`src/rtl/imm_stream_pkg.sv`:
```
// Shared constants, group-width encoding and mode decode for the streamer.
// Assumes a 32-bit operand split into 8-bit bytes.
package imm_stream_pkg;
    localparam int WORD_W    = 32;
    localparam int BYTE_W    = 8;
    localparam int OUT_W     = 4;
    localparam int ORDER_BIT = 16;
    localparam int CNT_W     = $clog2(WORD_W) + 1;

    localparam logic [3:0] MODE_1B = 4'b0100;
    localparam logic [3:0] MODE_2B = 4'b0101;
    localparam logic [3:0] MODE_4B = 4'b0110;

    typedef enum logic [1:0] {GW1 = 2'd0, GW2 = 2'd1, GW4 = 2'd2} gw_e;

    function automatic logic mode_ok(input logic [3:0] m);
        return (m == MODE_1B) || (m == MODE_2B) || (m == MODE_4B);
    endfunction

    function automatic gw_e mode_gw(input logic [3:0] m);
        case (m)
            MODE_2B: return GW2;
            MODE_4B: return GW4;
            default: return GW1;
        endcase
    endfunction
endpackage

```
`src/rtl/stream_reorder.sv`:
```
// Reverses the order of GRP-bit groups inside every byte of a word.
// Bits inside one group keep their significance, and bytes keep their place.
// Purely combinational. Assumes GRP divides the byte width.
module stream_reorder #(
    parameter int WORD_W = 32,
    parameter int BYTE_W = 8,
    parameter int GRP    = 1
) (
    input  logic [WORD_W-1:0] din,
    output logic [WORD_W-1:0] dout
);
    localparam int NBYTE = WORD_W / BYTE_W;
    localparam int NGRP  = BYTE_W / GRP;

    for (genvar b = 0; b < NBYTE; b++) begin : g_byte
        for (genvar j = 0; j < NGRP; j++) begin : g_grp
            assign dout[b*BYTE_W + j*GRP +: GRP] = din[b*BYTE_W + (NGRP-1-j)*GRP +: GRP];
        end
    end
endmodule

```
`src/rtl/stream_ctrl.sv`:
```
// Transfer sequencer: counts the groups sent and produces busy and done.
// step is asserted on enabled cycles that still have a group to send.
// finish is asserted on the enabled cycle after the last group.
module stream_ctrl #(
    parameter int CNT_W = 6
) (
    input  logic             clk,
    input  logic             rst_n,
    input  logic             load,
    input  logic             clk_en,
    input  logic [CNT_W-1:0] total,
    output logic             busy,
    output logic             done,
    output logic             step,
    output logic             finish
);
    logic [CNT_W-1:0] cnt;
    logic [CNT_W-1:0] lim;

    // Decode whether this enabled cycle sends a group or closes the transfer.
    always_comb begin
        step   = busy && clk_en && (cnt != lim);
        finish = busy && clk_en && (cnt == lim);
    end

    // Sequencer state: busy flag, group counter, length limit and done pulse.
    always_ff @(posedge clk) begin
        if (!rst_n) begin
            busy <= 1'b0;
            done <= 1'b0;
            cnt  <= '0;
            lim  <= '0;
        end else begin
            done <= 1'b0;
            if (load) begin
                busy <= 1'b1;
                cnt  <= '0;
                lim  <= total;
            end else if (step) begin
                cnt <= cnt + 1'b1;
            end else if (finish) begin
                busy <= 1'b0;
                done <= 1'b1;
            end
        end
    end
endmodule

```
`src/rtl/stream_shifter.sv`:
```
// Holds the pre-ordered word and presents one group per step, lowest group first.
// Clears the output on finish. Assumes the word arrives already reordered.
module stream_shifter
    import imm_stream_pkg::*;
#(
    parameter int W  = 32,
    parameter int OW = 4
) (
    input  logic          clk,
    input  logic          rst_n,
    input  logic          load,
    input  logic          step,
    input  logic          finish,
    input  logic [W-1:0]  load_word,
    input  gw_e           load_gw,
    output logic [OW-1:0] dout
);
    logic [W-1:0] word;
    gw_e          gw;

    // Load the word, emit and shift one group per step, clear the output at the end.
    always_ff @(posedge clk) begin
        if (!rst_n) begin
            word <= '0;
            gw   <= GW1;
            dout <= '0;
        end else if (load) begin
            word <= load_word;
            gw   <= load_gw;
            dout <= '0;
        end else if (step) begin
            case (gw)
                GW2:     begin dout <= OW'(word[1:0]); word <= word >> 2; end
                GW4:     begin dout <= OW'(word[3:0]); word <= word >> 4; end
                default: begin dout <= OW'(word[0]);   word <= word >> 1; end
            endcase
        end else if (finish) begin
            dout <= '0;
        end
    end
endmodule

```
`src/rtl/imm_stream_engine.sv`:
```
// Top of the immediate-word streamer. Decodes the mode, reorders the operand
// for the order-control bit, and drives the sequencer and the shifter.
// Assumes start is one cycle wide. Starts while busy or with bad modes are dropped.
module imm_stream_engine
    import imm_stream_pkg::*;
(
    input  logic                clk,
    input  logic                rst_n,
    input  logic                start,
    input  logic [WORD_W-1:0]   mode_word,
    input  logic [WORD_W-1:0]   operand,
    input  logic                clk_en,
    output logic [OUT_W-1:0]    dout,
    output logic                busy,
    output logic                done
);
    logic [WORD_W-1:0] rev [3];
    logic [WORD_W-1:0] load_word;
    logic [CNT_W-1:0]  total;
    gw_e               gw;
    logic              load, step, finish;

    for (genvar k = 0; k < 3; k++) begin : g_rev
        stream_reorder #(.WORD_W(WORD_W), .BYTE_W(BYTE_W), .GRP(1 << k)) u_rev (
            .din (operand),
            .dout(rev[k])
        );
    end

    // Accept a start, pick the group width, length and ordered word.
    always_comb begin
        load = start && !busy && mode_ok(mode_word[3:0]);
        gw   = mode_gw(mode_word[3:0]);
        case (gw)
            GW2:     begin total = CNT_W'(WORD_W / 2); load_word = rev[1]; end
            GW4:     begin total = CNT_W'(WORD_W / 4); load_word = rev[2]; end
            default: begin total = CNT_W'(WORD_W);     load_word = rev[0]; end
        endcase
        if (!mode_word[ORDER_BIT]) load_word = operand;
    end

    stream_ctrl #(.CNT_W(CNT_W)) u_ctrl (
        .clk(clk), .rst_n(rst_n), .load(load), .clk_en(clk_en), .total(total),
        .busy(busy), .done(done), .step(step), .finish(finish)
    );

    stream_shifter #(.W(WORD_W), .OW(OUT_W)) u_shift (
        .clk(clk), .rst_n(rst_n), .load(load), .step(step), .finish(finish),
        .load_word(load_word), .load_gw(gw), .dout(dout)
    );
endmodule

```
`config.mk`:
```
export PLATFORM = sky130hd
export DESIGN_NAME = imm_stream_engine
export DESIGN_NICKNAME = d
export VERILOG_FILES = /design/src/rtl/imm_stream_pkg.sv /design/src/rtl/stream_reorder.sv /design/src/rtl/stream_ctrl.sv /design/src/rtl/stream_shifter.sv /design/src/rtl/imm_stream_engine.sv
export SDC_FILE = /design/constraint.sdc
export NUM_CORES = 1
export LEC_CHECK = 0
export CORE_ASPECT_RATIO = 1.25
export CORE_MARGIN = 2
export CORE_UTILIZATION = 50
export DETAILED_ROUTE_END_ITERATION = 8
export PLACE_DENSITY_LB_ADDON = 0.12
export RECOVER_POWER = 25
export REMOVE_ABC_BUFFERS = 1
export SLEW_MARGIN = 10
export SYNTH_ARGS = -nofsm -noshare
export SYNTH_HDL_FRONTEND = slang
export SYNTH_HIERARCHICAL = 1
export SYNTH_SLANG_ARGS = --single-unit
```
`constraint.sdc`:
```
create_clock -name clk -period 4.8 [get_ports clk]
set_clock_uncertainty 0.05 [all_clocks]
set_input_delay 0.96 -clock clk [delete_from_list [all_inputs] [get_ports clk]]
set_output_delay 0.96 -clock clk [all_outputs]
set_load 0.02 [all_outputs]
```
==> flow_summary_export.csv <==
group,metric,value,unit
run_status,status,"complete, no violations",
finish,final_cell_mix,"nand2_1 (75), dfxtp_1 (52), o21ai_0 (51)",
synth,synthSimpleGateAreaFrac,20.9,%
floorplan,die_w,88.2,um
finish,fin_util,49.5,%
global_routing,antenna_found_initial,0,
finish,diodes,0,
power,power_density,224,mW/mm^2
detailed_routing,dr.pass1.iters,5,
synth,syn-mean-instance-area,7.67,um^2
power,p_leak,1.59,nW
clocking,cts.clk_slew.worst_paths,0.10,ns
clocking,numCtsBuffers,5,
flow_run,cap_violations,0,
detailed_routing,wl_per_cell,16.8,um
clocking,cts_resized,0,
clocking,cts_max_path_buffers,2,
synth,netlist_area,0.00443,mm^2
synth,yosys.area_share.adder,2.26,%
synth,synth_top_area_share,23.5,%
placement,gp_congestion,0.778,
detailed_routing,antenna_left,0,
hold_path,hold_class,"flip-flop to flip-flop",
floorplan,io_pins,74,
placement,dp.cells,618,
power,ir_drop,0.000129,V
synth,synth_xor_area_share,1.78,%
placement,dpl-instance-area,0.00418,mm^2
clocking,postCtsSetupBuffers,0,
setup_path,crit_slowest_cell,"nand3b_1",
finish,stdcell_area,0.00428,mm^2
synth,synthFlopType,"dfxtp_1",
detailed_routing,drt_iter0_markers,355,
global_routing,grt_pass1_vias,3398,
sta,tightestPinTransition,1.02,ns
global_routing,grt_first_pass_wirelength,16.7,mm
setup_path,cp.arrival,3.90,ns
finish,nets,581,
synth,synth-seq-cells,52,
setup_path,cp-start-kind,"primary input",
clocking,clk_latency,0.31,ns
sta,period_minus_slack,3.72,ns
detailed_routing,vias_per_cell,6.08,
sta,finalCritPeriodShare,77.5,%
clocking,cts_tree,"yes",
synth,synth_top_family_by_area,"compound AO/OA/AOI/OAI gates",
finish,drive_above_1_share,9.49,%
sta,hold_viol,0,
synth,synth_compound_area_share,27.1,%
floorplan,start_util,51.2,%
placement,io_buffers,46,
synth,yosys_warnings,6,
hold_path,min_path_cells,2,
setup_path,crit_fanout,28,
synth,synthCells,578,
floorplan,num_rows,38,
clocking,ctsHoldBuffers,0,
setup_path,worst-path-buf-inv,3,
synth,async_flop_share,0,%
placement,dp_slack,0.917,ns
setup_path,critPathRequiredTime,4.98,ns
synth,yosysTopAreaCell,"dfxtp_1",
clocking,h-tree-depth,2,
sta,slew_headroom,31.7,%
setup_path,crit_family,"buffers and inverters",
finish,synthToLayoutAreaGrowth,-3.39,%
setup_path,crit_type,"primary input to flip-flop",
clocking,cts_root_buf,"clkbuf_8",
floorplan,dieHeight,109,um
global_routing,grt-busiest-layer,"met2",
floorplan,coreArea,0.00865,mm^2
sta,slew_viol_final,0,
synth,synth-edff-count,0,
sta,setup_viol,0,
finish,final_common_cell,"nand2_1",
sta,grt_setup_unrepaired,"no",
synth,synthTopCellsByArea,"dfxtp_1 (23%), buf_4 (17%), a221oi_2 (6.8%)",
setup_path,end_kind,"flip-flop",
setup_path,critPathMaxStageDelay,0.76,ns
clocking,cts.sinks,52,
placement,hpwl,6.91,mm
detailed_routing,totalWireLength,10.5,mm
global_routing,use_met1,26.1,%
global_routing,grt_max_degree,52,
floorplan,die_area,0.00964,mm^2
synth,seq_area_frac_synth,23.5,%
setup_path,crit_path_cell_trace,"dlygate4sd3_1 -> a2111oi_2 -> clkbuf_1 -> buf_4 -> nand3b_1 -> o21ai_0 -> nor3_1",
global_routing,grt_use_met3,2.48,%
detailed_routing,vias,3808,
global_routing,grtUsageMet2,39.5,%
sta,setup_ws,1.08,ns
detailed_routing,drc,0,
sta,fmax,269,MHz
setup_path,cp_num_cells,7,
setup_path,r2r_cells,6,
global_routing,grt_usage,21.7,%
synth,muxShareOfSynthArea,1.81,%
finish,nFillCells,885,
finish,instances_no_fill,626,
global_routing,grt_overflow,0,
sta,worst_hold_slack,0.411,ns
synth,synth.distinct_cells,49,
==> path summary, 6_finish.rpt <==
path	slack [ns]	from	endpoint
worst max register to register	1.92	u_ctrl/cnt[2]$_SDFFE_PP0P_	u_shift/word[23]$_SDFFE_PN0P_
worst max-delay path	1.08	mode_word[1]	u_shift/word[11]$_SDFFE_PN0P_
worst min-delay path	0.41	u_shift/dout[1]$_SDFFE_PP0P_	u_shift/dout[1]$_SDFFE_PP0P_
worst min register to register	0.41	u_shift/dout[1]$_SDFFE_PP0P_	u_shift/dout[1]$_SDFFE_PP0P_
==> layout make-up <==
class	count	area, um^2	share of cell area [%]
inverters	9	33.8	0.789
repair buffers	58	543	12.7
well taps	120	150	3.50
flip-flops and latches	52	1040	24.3
clock buffers	5	68.8	1.61
clock inverters	3	42.5	0.993
multi-input cells	379	2400	56.1
==> state kept, by name, summed over array words and instances, names as in the netlist <==
name / flops
u_ctrl/done: 1
u_ctrl/lim: 6
u_shift/dout: 4
u_shift/gw: 2
u_ctrl/cnt: 6
u_ctrl/busy: 1
u_shift/word: 32
==> Yosys cell counts, types with 2 or more instances <==
cell type / count
a21oi_1: 8
a221oi_1: 7
a221oi_2: 20
a31oi_1: 35
a32o_1: 2
buf_1: 2
buf_2: 12
buf_4: 100
buf_6: 7
clkbuf_1: 19
dfxtp_1: 52
ha_1: 8
inv_1: 9
mux2i_1: 8
nand2_1: 75
nand2b_1: 2
nand3_1: 4
nand3b_1: 2
nor2_1: 14
nor2b_1: 11
nor3_1: 28
nor3b_1: 6
o211ai_1: 2
o21ai_0: 51
o21ai_1: 7
o22ai_1: 31
or3_1: 27
xnor2_1: 3
xor2_1: 6
==> worst reg2reg max path, cell delays in order (launching register included) <==
cell and delay [ns]:
dfxtp_1 0.41, xor2_1 0.27, nor4_4 0.09, a21oi_2 0.17
buf_4 0.43, nand3b_1 0.80, o2111a_1 0.57
==> through the flow <==
stage / TNS [ns] / total power [mW]
2_1_floorplan: -163.50 / 0.572
3_3_place_gp: 0 / 0.656
3_5_place_dp: 0 / 0.658
4_1_cts: 0 / 0.967
5_1_grt: 0 / 1.01
6_report: 0 / 0.960
==> logic make-up after synthesis <==
kind of cell / count (synthesis)
flops: 52
compound gates: 170
xor+xnor: 9
buf+inv: 149
fa+ha+maj: 8
mux: 8
other cells: 1
simple gates: 181
==> per-layer routing <==
layer	routed length (um)	up-vias
li1	-	1848
met1	4520	1827
met2	5380	123
met3	459	10
met4	179	0
met5	0	-
==> power by group <==
part	internal, mW	switching [mW]
registers	0.448	0.0202
logic	0.0862	0.0961
clock network	0.155	0.156
total	0.688	0.272
(Power assumes the default switching activity.)
